[src/rtl/frac_div_pkg.sv]
package frac_div_pkg;
  localparam int unsigned DIV_N_W  = 16;
  localparam int unsigned DIV_NF_W = 3;
  localparam int unsigned DIV_ACC_W = 3;
  localparam int unsigned DIV_Q_W  = DIV_ACC_W + 1;

  typedef struct packed {
    logic [DIV_N_W-1:0]  n;
    logic [DIV_NF_W-1:0] nf;
    logic                mod5;
  } div_cfg_t;

  function automatic logic [DIV_Q_W-1:0] modulus_of(input logic mod5);
    return mod5 ? DIV_Q_W'(5) : DIV_Q_W'(8);
  endfunction
endpackage

[src/rtl/frac_cfg_shadow.sv]
module frac_cfg_shadow
  import frac_div_pkg::*;
#(
  parameter int unsigned N_MIN   = 512,
  parameter int unsigned RESET_N = 512
) (
  input  logic                clk,
  input  logic                rst_n,
  input  logic                in_valid,
  output logic                in_ready,
  input  div_cfg_t            in_cfg,
  input  logic                boundary,
  output logic [DIV_N_W-1:0]  act_n,
  output div_cfg_t            nxt_cfg,
  output logic                mod_swap
);
  div_cfg_t act_q, shadow_q;
  logic     pending_q;
  logic     accept;

  function automatic div_cfg_t clamp_cfg(input div_cfg_t c);
    div_cfg_t r;
    r = c;
    if (c.n < DIV_N_W'(N_MIN)) r.n = DIV_N_W'(N_MIN);
    return r;
  endfunction

  assign in_ready = !pending_q;
  assign accept   = in_valid && !pending_q;

  always_ff @(posedge clk or negedge rst_n) begin
    if (!rst_n) begin
      pending_q <= 1'b0;
      shadow_q  <= '0;
      act_q     <= '{n: DIV_N_W'(RESET_N), nf: '0, mod5: 1'b0};
    end else if (accept) begin
      shadow_q  <= clamp_cfg(in_cfg);
      pending_q <= 1'b1;
    end else if (boundary && pending_q) begin
      act_q     <= shadow_q;
      pending_q <= 1'b0;
    end
  end

  assign act_n    = act_q.n;
  assign nxt_cfg  = pending_q ? shadow_q : act_q;
  assign mod_swap = pending_q && (shadow_q.mod5 != act_q.mod5);
endmodule

[src/rtl/frac_accum.sv]
module frac_accum
  import frac_div_pkg::*;
(
  input  logic                 clk,
  input  logic                 rst_n,
  input  logic                 clear,
  input  logic                 boundary,
  input  logic                 mod_swap,
  input  logic [DIV_NF_W-1:0]  nf,
  input  logic                 mod5,
  output logic [DIV_ACC_W-1:0] acc,
  output logic                 carry
);
  logic [DIV_Q_W-1:0]   q, nf_w, nf_eff, sum;
  logic                 wrap;
  logic [DIV_ACC_W-1:0] acc_nxt;

  always_comb begin
    q       = modulus_of(mod5);
    nf_w    = DIV_Q_W'(nf);
    nf_eff  = (nf_w >= q) ? nf_w - q : nf_w;
    sum     = DIV_Q_W'(acc) + nf_eff;
    wrap    = (sum >= q);
    acc_nxt = DIV_ACC_W'(wrap ? sum - q : sum);
    carry   = boundary && !mod_swap && wrap;
  end

  always_ff @(posedge clk or negedge rst_n) begin
    if (!rst_n)         acc <= '0;
    else if (clear)     acc <= '0;
    else if (boundary)  acc <= mod_swap ? '0 : acc_nxt;
  end
endmodule

[src/rtl/frac_cycle_counter.sv]
module frac_cycle_counter
  import frac_div_pkg::*;
#(
  parameter int unsigned RESET_N = 512
) (
  input  logic               clk,
  input  logic               rst_n,
  input  logic               hold,
  input  logic [DIV_N_W-1:0] hold_n,
  input  logic [DIV_N_W-1:0] next_n,
  input  logic               carry,
  output logic               terminal
);
  localparam int unsigned CW = DIV_N_W + 1;
  logic [CW-1:0] cnt;

  always_ff @(posedge clk or negedge rst_n) begin
    if (!rst_n)          cnt <= CW'(RESET_N);
    else if (hold)       cnt <= CW'(hold_n);
    else if (cnt == '0)  cnt <= CW'(next_n) + CW'(carry) - CW'(1);
    else                 cnt <= cnt - CW'(1);
  end

  assign terminal = (cnt == '0) && !hold;
endmodule

[src/rtl/frac_comp_window.sv]
module frac_comp_window #(
  parameter int unsigned WIN_LEN = 128
) (
  input  logic clk,
  input  logic rst_n,
  input  logic clear,
  input  logic start,
  output logic active
);
  localparam int unsigned WW = $clog2(WIN_LEN + 1);
  logic [WW-1:0] wcnt;

  always_ff @(posedge clk or negedge rst_n) begin
    if (!rst_n)           wcnt <= '0;
    else if (clear)       wcnt <= '0;
    else if (start)       wcnt <= WW'(WIN_LEN);
    else if (wcnt != '0)  wcnt <= wcnt - WW'(1);
  end

  assign active = (wcnt != '0);
endmodule

[src/rtl/frac_n_divider.sv]
module frac_n_divider
  import frac_div_pkg::*;
#(
  parameter int unsigned N_MIN   = 512,
  parameter int unsigned RESET_N = 512,
  parameter int unsigned WIN_LEN = 128
) (
  input  logic                 clk,
  input  logic                 rst_n,
  input  logic                 pwr_down,
  input  logic                 cfg_valid,
  output logic                 cfg_ready,
  input  logic [DIV_N_W-1:0]   cfg_n,
  input  logic [DIV_NF_W-1:0]  cfg_nf,
  input  logic                 cfg_mod5,
  output logic                 div_pulse,
  output logic [DIV_ACC_W-1:0] acc_value,
  output logic                 comp_win
);
  div_cfg_t           in_cfg, nxt_cfg;
  logic [DIV_N_W-1:0] act_n;
  logic               mod_swap, carry, terminal;

  assign in_cfg = '{n: cfg_n, nf: cfg_nf, mod5: cfg_mod5};

  frac_cfg_shadow #(.N_MIN(N_MIN), .RESET_N(RESET_N)) u_shadow (
    .clk(clk), .rst_n(rst_n),
    .in_valid(cfg_valid), .in_ready(cfg_ready), .in_cfg(in_cfg),
    .boundary(terminal), .act_n(act_n), .nxt_cfg(nxt_cfg), .mod_swap(mod_swap)
  );

  frac_accum u_accum (
    .clk(clk), .rst_n(rst_n), .clear(pwr_down), .boundary(terminal),
    .mod_swap(mod_swap), .nf(nxt_cfg.nf), .mod5(nxt_cfg.mod5),
    .acc(acc_value), .carry(carry)
  );

  frac_cycle_counter #(.RESET_N(RESET_N)) u_count (
    .clk(clk), .rst_n(rst_n), .hold(pwr_down), .hold_n(act_n),
    .next_n(nxt_cfg.n), .carry(carry), .terminal(terminal)
  );

  frac_comp_window #(.WIN_LEN(WIN_LEN)) u_window (
    .clk(clk), .rst_n(rst_n), .clear(pwr_down), .start(terminal), .active(comp_win)
  );

  assign div_pulse = terminal;
endmodule

[config.mk]
export PLATFORM = sky130hd
export DESIGN_NAME = frac_n_divider
export DESIGN_NICKNAME = d
export VERILOG_FILES = /design/src/rtl/frac_div_pkg.sv /design/src/rtl/frac_cfg_shadow.sv /design/src/rtl/frac_accum.sv /design/src/rtl/frac_cycle_counter.sv /design/src/rtl/frac_comp_window.sv /design/src/rtl/frac_n_divider.sv
export SDC_FILE = /design/constraint.sdc
export NUM_CORES = 1
export LEC_CHECK = 0
export ABC_CLOCK_PERIOD_IN_PS = 9900
export BUFFER_PORTS_ARGS = -buffer_cell sky130_fd_sc_hd__buf_2
export CAP_MARGIN = 20
export CORE_ASPECT_RATIO = 1.1
export CORE_MARGIN = 2
export CORE_UTILIZATION = 60
export CTS_CLUSTER_DIAMETER = 200
export CTS_CLUSTER_SIZE = 14
export DETAILED_ROUTE_END_ITERATION = 8
export PLACE_DENSITY_LB_ADDON = 0.12
export SLEW_MARGIN = 10
export SYNTH_ARGS = -nofsm -noshare
export SYNTH_HDL_FRONTEND = slang
export SYNTH_SLANG_ARGS = --single-unit
[constraint.sdc]
create_clock -name clk -period 9.9 [get_ports clk]
set_input_delay 1.98 -clock clk [delete_from_list [all_inputs] [get_ports clk]]
set_output_delay 1.98 -clock clk [all_outputs]
set_load 0.01 [all_outputs]
# ---- Yosys cells after proc, flatten, opt, wreduce, memory -nomap -nowiden
# Index checks and enable logic that the tools add are counted.
dict set report classes {
  n_addsub 7
  magnitude_cmp 3
  eq_ne 1
  n_mux 15
  n_bitwise 1
  reduce_logical 15
}
# operator count
set op_table {}
lappend op_table {{$mux 17} 2}
lappend op_table {{$sub 17x1->17 const B} 2}
lappend op_table {{$mux 8} 3}
lappend op_table {{$mux 20} 1}
lappend op_table {{$add 16x1->17} 1}
lappend op_table {{$logic_not 17->1} 1}
lappend op_table {{$lt 16x10->1 const B} 1}
lappend op_table {{$mux 16} 1}
lappend op_table {{$mux 3} 4}
lappend op_table {{$mux 4} 2}
lappend op_table {{$reduce_bool 8->1} 1}
lappend op_table {{$sub 8x1->8 const B} 1}
lappend op_table {{$logic_and 1x1->1} 6}
lappend op_table {{$add 3x4->4} 1}
lappend op_table {{$ge 3x4->1} 1}
lappend op_table {{$ge 4x4->1} 1}
lappend op_table {{$reduce_bool 2->1} 2}
lappend op_table {{$sub 3x4->4} 1}
lappend op_table {{$logic_not 1->1} 3}
lappend op_table {{$reduce_bool 3->1} 1}
lappend op_table {{$sub 3x3->3} 1}
lappend op_table {{$mux 1} 2}
lappend op_table {{$reduce_and 2->1} 1}
lappend op_table {{$ne 1x1->1} 1}
lappend op_table {{$not 1->1} 1}
dict set report totals {
  ff_bits 69
  in_bits 24
  out_inout_bits 6
  elab_cells 52
}

# ---- Longest topological paths before layout
# Gate-level depths: netlist of the first run.
dict set report logic_depth {
  depth_word 11
  mapped_depth 26
}

# ---- Hierarchy
# Synthesis of the first run repeated with hierarchy kept, for this count alone.
dict set report hier_totals {
  cells_unflattened 438
  area_unflattened_um2 4294.1
}
# mod instances cells_each area_per_inst_um2 seq_area_each_um2
set by_module_without_submodules {}
lappend by_module_without_submodules {frac_cfg_shadow 1 174 1951.9 1027.2}
lappend by_module_without_submodules {frac_cycle_counter 1 157 1348.8 426.7}
lappend by_module_without_submodules {frac_accum 1 56 526.8 75.1}
lappend by_module_without_submodules {frac_comp_window 1 51 466.7 200.2}

# ---- Least setup slack after synthesis of the first run
# OpenSTA, ideal clock, no wires.
dict set report synth_timing {
  path_kind {register to register}
  startpoint {register u_shadow.pending_q}
  endpoint {register u_count.cnt[10]}
  setup_time_ns 0.124
  t_arrival_ns 5.044
  required_time_ns 9.776
  slack_ns 4.732
  stages_incl_launch_ff 26
  n_path_buf 5
  period_less_slack_ns 5.168
  path_cell_list {dfrtp_1 buf_2 buf_2 buf_2 buf_2 mux2i_1 ha_1 ha_1 nand2_1 a22oi_1 mux2i_1 ha_1 fa_1 xor2_1 ha_1 a21o_1 a21o_1 nand3_1 ha_1 ha_1 nand2_1 or2_2 clkbuf_1 o221ai_1 o21ai_0 o31a_1}
}
dict set report synth_between {
  elab_chain_len 11
}
# item line_no
set synth_lines {}
lappend synth_lines {{from (decl)} frac_cfg_shadow.sv:18} ;# logic pending_q;
lappend synth_lines {{from (signal assigned)} frac_cfg_shadow.sv:33} ;# pending_q <= 1'b0;
lappend synth_lines {{from (signal assigned)} frac_cfg_shadow.sv:38} ;# pending_q <= 1'b1;
lappend synth_lines {{from (signal assigned)} frac_cfg_shadow.sv:41} ;# pending_q <= 1'b0;
lappend synth_lines {{$mux 20} frac_cfg_shadow.sv:46} ;# assign nxt_cfg = pending_q ? shadow_q : act_q;
lappend synth_lines {{$mux 4} frac_div_pkg.sv:14} ;# return mod5 ? DIV_Q_W'(5) : DIV_Q_W'(8);
lappend synth_lines {{$sub 3x4->4 or $ge 3x4->1 (tied branches)} frac_accum.sv:21} ;# nf_eff = (nf_w >= q) ? nf_w - q : nf_w;
lappend synth_lines {{$mux 4} frac_accum.sv:21}
lappend synth_lines {{$add 3x4->4} frac_accum.sv:22} ;# sum = DIV_Q_W'(acc) + nf_eff;
lappend synth_lines {{$ge 4x4->1} frac_accum.sv:23} ;# wrap = (sum >= q);
lappend synth_lines {{$logic_and 1x1->1} frac_accum.sv:25} ;# carry = boundary && !mod_swap && wrap;
lappend synth_lines {{$add 16x1->17 (*)} frac_cycle_counter.sv:20} ;# else if (cnt == '0) cnt <= CW'(next_n) + CW'(carry) - CW'(1);
lappend synth_lines {{$sub 17x1->17 (*)} frac_cycle_counter.sv:20}
lappend synth_lines {{$mux 17 (*)} frac_cycle_counter.sv:20}
lappend synth_lines {{$mux 17 (*)} frac_cycle_counter.sv:19} ;# else if (hold) cnt <= CW'(hold_n);
lappend synth_lines {{to (signal assigned)} frac_cycle_counter.sv:19}
lappend synth_lines {{to (signal assigned)} frac_cycle_counter.sv:20}
lappend synth_lines {{to (signal assigned)} frac_cycle_counter.sv:21} ;# else cnt <= cnt - CW'(1);
lappend synth_lines {{to (decl)} frac_cycle_counter.sv:15} ;# logic [CW-1:0] cnt;
# Every way passes the cells marked *; elsewhere a longest branch is shown, timed or not.
# A chain may end at the register's enable or synchronous reset.

# ---- Worst setup path after layout of the first run
# Same ends and word-level chain as after synthesis.

==> out/results.ini, run 1 <==
[outcome]
status = completed

[layout]
fin_nets = 479
final_area_um2 = 4510
drive_above_1_share_pct = 19.0
fill_cells = 546
diodes = 0
multi_input_area_um2 = 2280
seqCellArea_um2 = 1730
syn_to_final_growth_pct = 8.61
final_util_pct = 68.0

[worst_setup_path]
critical-path-top-delay-family = adder cells
arrival_ns = 5.82
crit_chain = buf_4, mux2_2, ha_1, nand2_1, nand2_1, a22oi_1, mux2i_1, ha_1, fa_1, inv_1, ha_1, o21ai_0, a21o_1, a21o_1, nand3_1, ha_1, ha_1, nand2_1, or2_2, o221ai_1, o21ai_0, o31a_1
cp-start-kind = flop
ff2ff_setup_slack_ns = 4.30
rr_endpoint = u_count.cnt[10]
r2r_cells = 22
crit_buf_inv = 2
timing.rr.start = u_shadow.pending_q
required_ns = 10.12
slowest_delay_ns = 0.47
path_max_fanout = 40
worst_path_max_delay_cell = dfrtp_1
setup.worst_path.class = reg -> reg
end_kind = flop
cp_common_cell = ha_1

[logic_synthesis]
yosysUniqueCellTypes = 59
synth_seq_area_share_pct = 41.6
synth.avg_cell_area_um2 = 10.0
ys_async_sr_fraction_pct = 100
synth_warnings = 0
synthCells = 414
ys.flop_type = dfrtp_1
synthesis.nets = 454
ys_seq_elements = 69
synth-edff-count = 0
syn-cell-area_um2 = 4160

[power]
power_density_nw_per_um2 = 305
ir_drop_mv = 0.166
cellLeakagePower_uw = 0.00228

[sta]
relSlewSlack_pct = 43.6
worst_slack_ns = 4.30
max_freq_mhz = 179
drv_slew = 0
finClkSkew_ns = 0.00590
finalSetupTns_ns = 0
setup_viol = 0
tightest_slew_ns = 0.845
min_period_ns = 5.60
min_period_over_period_pct = 56.5
grt_setup_unrepaired = false
hold_viol_final = 0
hold_ws_ns = 0.492

[hold_path]
min-delay-start = u_shadow.act_n[9]
hold_class = reg -> reg
hold-path-cell-count = 2
min_to = u_count.cnt[9]

[clock_network]
hold_buffers = 0
cts_tree = done
clkSlewWorstSetupHoldPaths_ns = 0.07
cts_inserted_buffers = 9
cts.sinks = 69
cts_root_buffer = clkbuf_8
clockBufferDepth = 2
ctsResizeCount = 0
cts_setup_buffers = 0
htreeDepth = 3
insertion_delay_ns = 0.34

[routing]
ant_nets = 0
wl_mm = 7.91
vias_per_cell = 5.73
drc = 0
via_count = 3007
drt-pass1-iter-count = 4
wl_per_cell_um = 15.1
drt_iter0_markers = 128

[job]
max_cap_viol_count = 0

[placement]
portBuffers = 29
post_dp_cell_area_um2 = 4310
gp_congestion = 0.869
place_ws_ns = 4.35
post-dp-hpwl_mm = 5.73

[floorplanning]
ioPinCount = 30
dieArea_um2 = 7610
die_h_um = 91.3
die_w_um = 83.3
core_area_um2 = 6630
initial_core_util_pct = 62.6
rows = 31

[grt]
grt_pass1_wl_mm = 13.9
antenna_found_initial = 0
grt_pass1_vias = 2891
grt_use_total_pct = 22.6
grt_max_degree = 70
grt_overflow = 0

[worst reg2reg max path: stages, from the launching register on]
cell	delay, ns
dfrtp_1	0.47
buf_4	0.44
mux2_2	0.45
ha_1	0.34
nand2_1	0.07
nand2_1	0.05
a22oi_1	0.39
mux2i_1	0.26
ha_1	0.21
fa_1	0.44
inv_1	0.10
ha_1	0.19
o21ai_0	0.09
a21o_1	0.18
a21o_1	0.24
nand3_1	0.16
ha_1	0.19
ha_1	0.20
nand2_1	0.08
or2_2	0.36
o221ai_1	0.19
o21ai_0	0.13
o31a_1	0.26
[placed cells by master (no fill, tap or decap), types with 5 or more instances in the layout]
cell type and instances:
a21oi_1 23, clkbuf_8 11, nand3_1 5, nor3_1 16
a22o_1 10, inv_1 12, nand2_1 61, dfrtp_1 67
nor2_1 27, ha_1 15, xor2_1 14, buf_2 29
mux2i_1 22, nor3b_1 6, o21ai_0 21, mux2_4 19
xnor2_1 16
[metrics by stage]
stage	power, µW	std cells
floorplan	1010	414
global placement	1130	510
detailed placement	1150	510
CTS	1380	525
global route	1500	525
finish	1380	525
[cell families (layout without fill, tap and decap cells)]
group	Yosys count	count (layout)	share of synthesized area (%)
DFF	69	69	41.6
adders and majority gates	16	16	5.00
muxes	45	45	13.2
xor gates and xnor gates	30	30	6.32
AOI/OAI and AO/OA	79	79	12.3
buffers and inverters	29	58	3.58
and+or+nand+nor	146	146	17.9
[worst max path at each step]
| stage | from | end | depth (start not counted) |
|---|---|---|---|
| after floorplan | u_shadow.pending_q | u_count.cnt[10] | 25 |
| after global routing | u_shadow.pending_q | u_count.cnt[10] | 22 |
| after CTS | u_shadow.pending_q | u_count.cnt[10] | 22 |
| after global placement | u_shadow.pending_q | u_count.cnt[14] | 21 |
| final | u_shadow.pending_q | u_count.cnt[10] | 22 |
| after detailed placement | u_shadow.pending_q | u_count.cnt[14] | 22 |
[state kept, by name (all words and copies together), names as in the netlist]
register and cells:
u_accum.acc 3, u_count.cnt 17, u_shadow.act_n 16, u_shadow.act_q 4, u_shadow.pending_q 1, u_shadow.shadow_q 20, u_window.wcnt 8
[where the power goes]
group	leakage, µW	total [µW]	internal, µW	switching (µW)
logic	0.00128	644	314	330
registers	0.000898	505	387	117
clock network	0.000101	229	128	101
[synth_stat cells, types with 2 or more instances]
| cell | number | area share, % |
|---|---|---|
| o22ai_1 | 2 | 0.30 |
| nand2b_1 | 4 | 0.60 |
| o31a_1 | 2 | 0.42 |
| inv_1 | 12 | 1.1 |
| nor3b_1 | 6 | 1.1 |
| buf_6 | 3 | 0.81 |
| o221ai_1 | 2 | 0.42 |
| dfrtp_1 | 67 | 40 |
| nor3_1 | 16 | 1.9 |
| mux2_4 | 19 | 6.9 |
| o31ai_1 | 2 | 0.36 |
| nand2_1 | 61 | 5.5 |
| nor2_1 | 27 | 2.4 |
| nor4_1 | 4 | 0.60 |
| buf_2 | 6 | 0.72 |
| a22o_1 | 10 | 2.1 |
| clkbuf_1 | 7 | 0.63 |
| nand3_1 | 5 | 0.60 |
| a21oi_1 | 23 | 2.8 |
| xor2_1 | 14 | 3.0 |
| nor2b_1 | 4 | 0.60 |
| mux2_2 | 4 | 1.1 |
| a21o_1 | 4 | 0.72 |
| or4_1 | 3 | 0.54 |
| ha_1 | 15 | 4.5 |
| xnor2_1 | 16 | 3.4 |
| or2_2 | 2 | 0.30 |
| mux2i_1 | 22 | 5.3 |
| o21ai_0 | 21 | 2.5 |
| dfstp_2 | 2 | 1.3 |
[layer usage]
metal  wire, µm  up-vias  global-route usage [%]
met4         93        0                    7.79
met1       4010     1415                    34.8
li1           -     1523                       -
met3        291        6                    4.00
met5          0        -                       0
met2       3520       63                    32.0
[final cells by class]
cell class,instances,area share (%)
multi-input cells,316,50.5
clock inverters,4,1.05
flip-flops and latches,69,38.3
clock buffers,11,3.35
repair buffers,31,3.55
inverters,12,0.998
well taps,82,2.27
Power figures use the tool's default switching activity.
==> run 2, diff against run 1 <==
Settings changed: ABC_CLOCK_PERIOD_IN_PS 9900 to 5100, CORE_UTILIZATION 60 to 55.
Clock period 9.9 ns to 5.1 ns, I/O delays scaled along.
==> run 2 against run 1 <==
Compared with the run above:
- via count fell by 0.57%
- sequential power grew 94%
- clock skew is 0.0038 ns higher
- clock power grew 120%
- sequential share of layout area is 0.56 points lower
- final cell count rose by 1.5%
- combinational power up 97%
- non-clock buffer count up 2
- setup slack got worse by 4.0 ns
- die area is 8.7% higher
- highest routed layer unchanged
==> out/results.ini, run 2 (synthesized netlist as in run 1, its figures left out) <==
[worst_setup_path]
arrival_ns = 4.99  ; -0.83 ns
crit_chain = buf_4, mux2i_1, ha_2, ha_1, nand2_1, a22oi_2, mux2i_1, ha_1, fa_1, inv_1, ha_1, o21ai_0, a21o_1, a21o_1, nand3_1, ha_1, ha_1, nand2_1, or2_4, o221ai_1, o21ai_1, o31a_1
crit_buf_inv = 2  ; unchanged
critical-path-top-delay-family = adder cells
r2r_cells = 22  ; unchanged
cp-start-kind = flop
slowest_delay_ns = 0.44  ; -0.03 ns
rr_endpoint = u_count.cnt[10]
worstSetupStartpoint = u_shadow.pending_q
endpoint = u_count.cnt[10]
required_ns = 5.32  ; -4.80 ns
ff2ff_setup_slack_ns = 0.34  ; -3.97 ns
path_max_fanout = 8  ; -80%
end_kind = flop
worst_path_max_delay_cell = dfrtp_2
cp.depth = 22  ; unchanged
setup.worst_path.class = reg -> reg
cp_common_cell = ha_1
timing.rr.start = u_shadow.pending_q

[sta]
hold_ws_ns = 0.514  ; +0.0224 ns
hold_viol_final = 0  ; unchanged
drv_slew = 0  ; unchanged
setup_viol = 0  ; unchanged
min_period_ns = 4.76  ; -0.833 ns
tightest_slew_ns = 0.722  ; -0.123 ns
max_freq_mhz = 210  ; +17%
relSlewSlack_pct = 51.9  ; +8.2 points
finalSetupTns_ns = 0  ; unchanged
finClkSkew_ns = 0.00967  ; +0.00376 ns
grt_setup_unrepaired = false
min_period_over_period_pct = 93.4  ; +37 points

[floorplanning]
dieArea_um2 = 8270  ; +8.7%
die_h_um = 95.2  ; +4.3%
die_w_um = 86.9  ; +4.2%
core_area_um2 = 7390  ; +11%
ioPinCount = 30  ; unchanged
initial_core_util_pct = 56.2  ; -6.4 points
rows = 33  ; +6.5%

[grt]
grt_overflow = 0  ; unchanged
grt_use_met2_pct = 33.0  ; +0.96 points
grt_pass1_wl_mm = 14.0  ; +0.99%
use_met1_pct = 31.4  ; -3.4 points
grt_pass1_vias = 2909  ; +0.62%
grt_use_total_pct = 21.7  ; -0.86 points
use_met3_pct = 4.16  ; +0.16 points
grt_max_degree = 42  ; -40%
antenna_found_initial = 0  ; unchanged
grt_busiest_layer = met2

[clock_network]
hold_buffers = 0  ; unchanged
clkSlewWorstSetupHoldPaths_ns = 0.07  ; about the same
cts_inserted_buffers = 9  ; unchanged
cts.sinks = 69  ; unchanged
htreeDepth = 3  ; unchanged
clockBufferDepth = 2  ; unchanged
insertion_delay_ns = 0.34  ; about the same
cts_root_buffer = clkbuf_8
cts_tree = done

[layout]
most-common-layout-cells = dfrtp_1 (66), nand2_1 (61), buf_2 (29), nor2_1 (27), a21oi_1 (23)
multi_input_area_um2 = 2300  ; +0.88%
seqCellArea_um2 = 1730  ; about the same
drive_above_1_share_pct = 20.0  ; +0.99 points
fill_cells = 623  ; +14%
fin_nets = 481  ; +0.42%
syn_to_final_growth_pct = 10.3
final_common_cell = dfrtp_1
final_area_um2 = 4580  ; +1.6%
diodes = 0  ; unchanged
largest_reg_flops = 20  ; unchanged
largest-register = u_shadow.shadow_q

[placement]
portBuffers = 29  ; unchanged
post_dp_cell_area_um2 = 4330  ; +0.26%
post-dp-hpwl_mm = 5.89  ; +2.8%
gp_congestion = 0.910  ; +4.7%

[routing]
wl_mm = 8.18  ; +3.3%
drc = 0  ; unchanged
ant_nets = 0  ; unchanged
vias_per_cell = 5.61  ; -2.1%
drt-pass1-iter-count = 4  ; unchanged
via_count = 2990  ; -0.57%
drt_iter0_markers = 105  ; -18%
wl_per_cell_um = 15.3  ; +1.8%

[power]
ir_drop_mv = 0.344  ; +110%
cellLeakagePower_uw = 0.00230  ; +0.95%
power_density_nw_per_um2 = 601  ; +97%

[hold_path]
hold_class = reg -> reg

[job]
max_cap_viol_count = 0  ; unchanged

[outcome]
status = completed

-- run 2: routing by layer --
layer	wire (µm)	up-vias
met2	3650	53
met3	284	8
met4	96	0
met1	4150	1409
li1	-	1520
met5	0	-
-- run 2: how the worst min path moves through the flow --
stage | from | cells after the start | endpoint
final | u_shadow.act_n[9] | 2 | u_count.cnt[9]
after global routing | u_shadow.act_n[9] | 2 | u_count.cnt[9]
after CTS | u_shadow.act_q[3] | 1 | u_shadow.act_q[3]
after detailed placement | u_shadow.act_q[3] | 1 | u_shadow.act_q[3]
after global placement | u_shadow.act_n[9] | 2 | u_count.cnt[9]
after floorplan | u_shadow.act_n[9] | 2 | u_count.cnt[9]
-- run 2: report_power, final --
group          internal, µW  total (µW)  switching [µW]
combinational           619        1270             651
clock                   303         503             200
sequential              752         980             228
-- run 2: through the flow --
step | power [µW] | setup WS, ns | std cells | utilization (%)
floorplan | 1960 | 0.0487 | 414 | -
global placement | 2200 | 0.273 | 515 | 58.5
CTS | 2750 | 0.121 | 531 | 61.6
finish | 2750 | 0.335 | 533 | 62.0
global route | 2990 | 0.0139 | 533 | 62.0
detailed placement | 2230 | 0.152 | 515 | 58.5
-- run 2: worst reg2reg max path, stage by stage, from the launching register on --
cell and delay (ns):
dfrtp_2 0.44, buf_4 0.14, mux2i_1 0.21, ha_2 0.22
ha_1 0.18, nand2_1 0.08, a22oi_2 0.27, mux2i_1 0.23
ha_1 0.20, fa_1 0.43, inv_1 0.09, ha_1 0.18
o21ai_0 0.11, a21o_1 0.19, a21o_1 0.24, nand3_1 0.15
ha_1 0.18, ha_1 0.20, nand2_1 0.08, or2_4 0.28
o221ai_1 0.18, o21ai_1 0.11, o31a_1 0.26
-- run 2: final cells by class --
class | instances | area share [%]
well taps | 87 | 2.38
inverters | 12 | 0.983
multi-input cells | 316 | 50.1
repair buffers | 33 | 3.82
clock inverters | 3 | 1.47
flip-flops and latches | 69 | 37.8
clock buffers | 13 | 3.47
-- run 2: what timing repair did --
action	CTS	global route
setup endpoints to repair	0	8
setup buffers	0	2
resized for setup	0	6
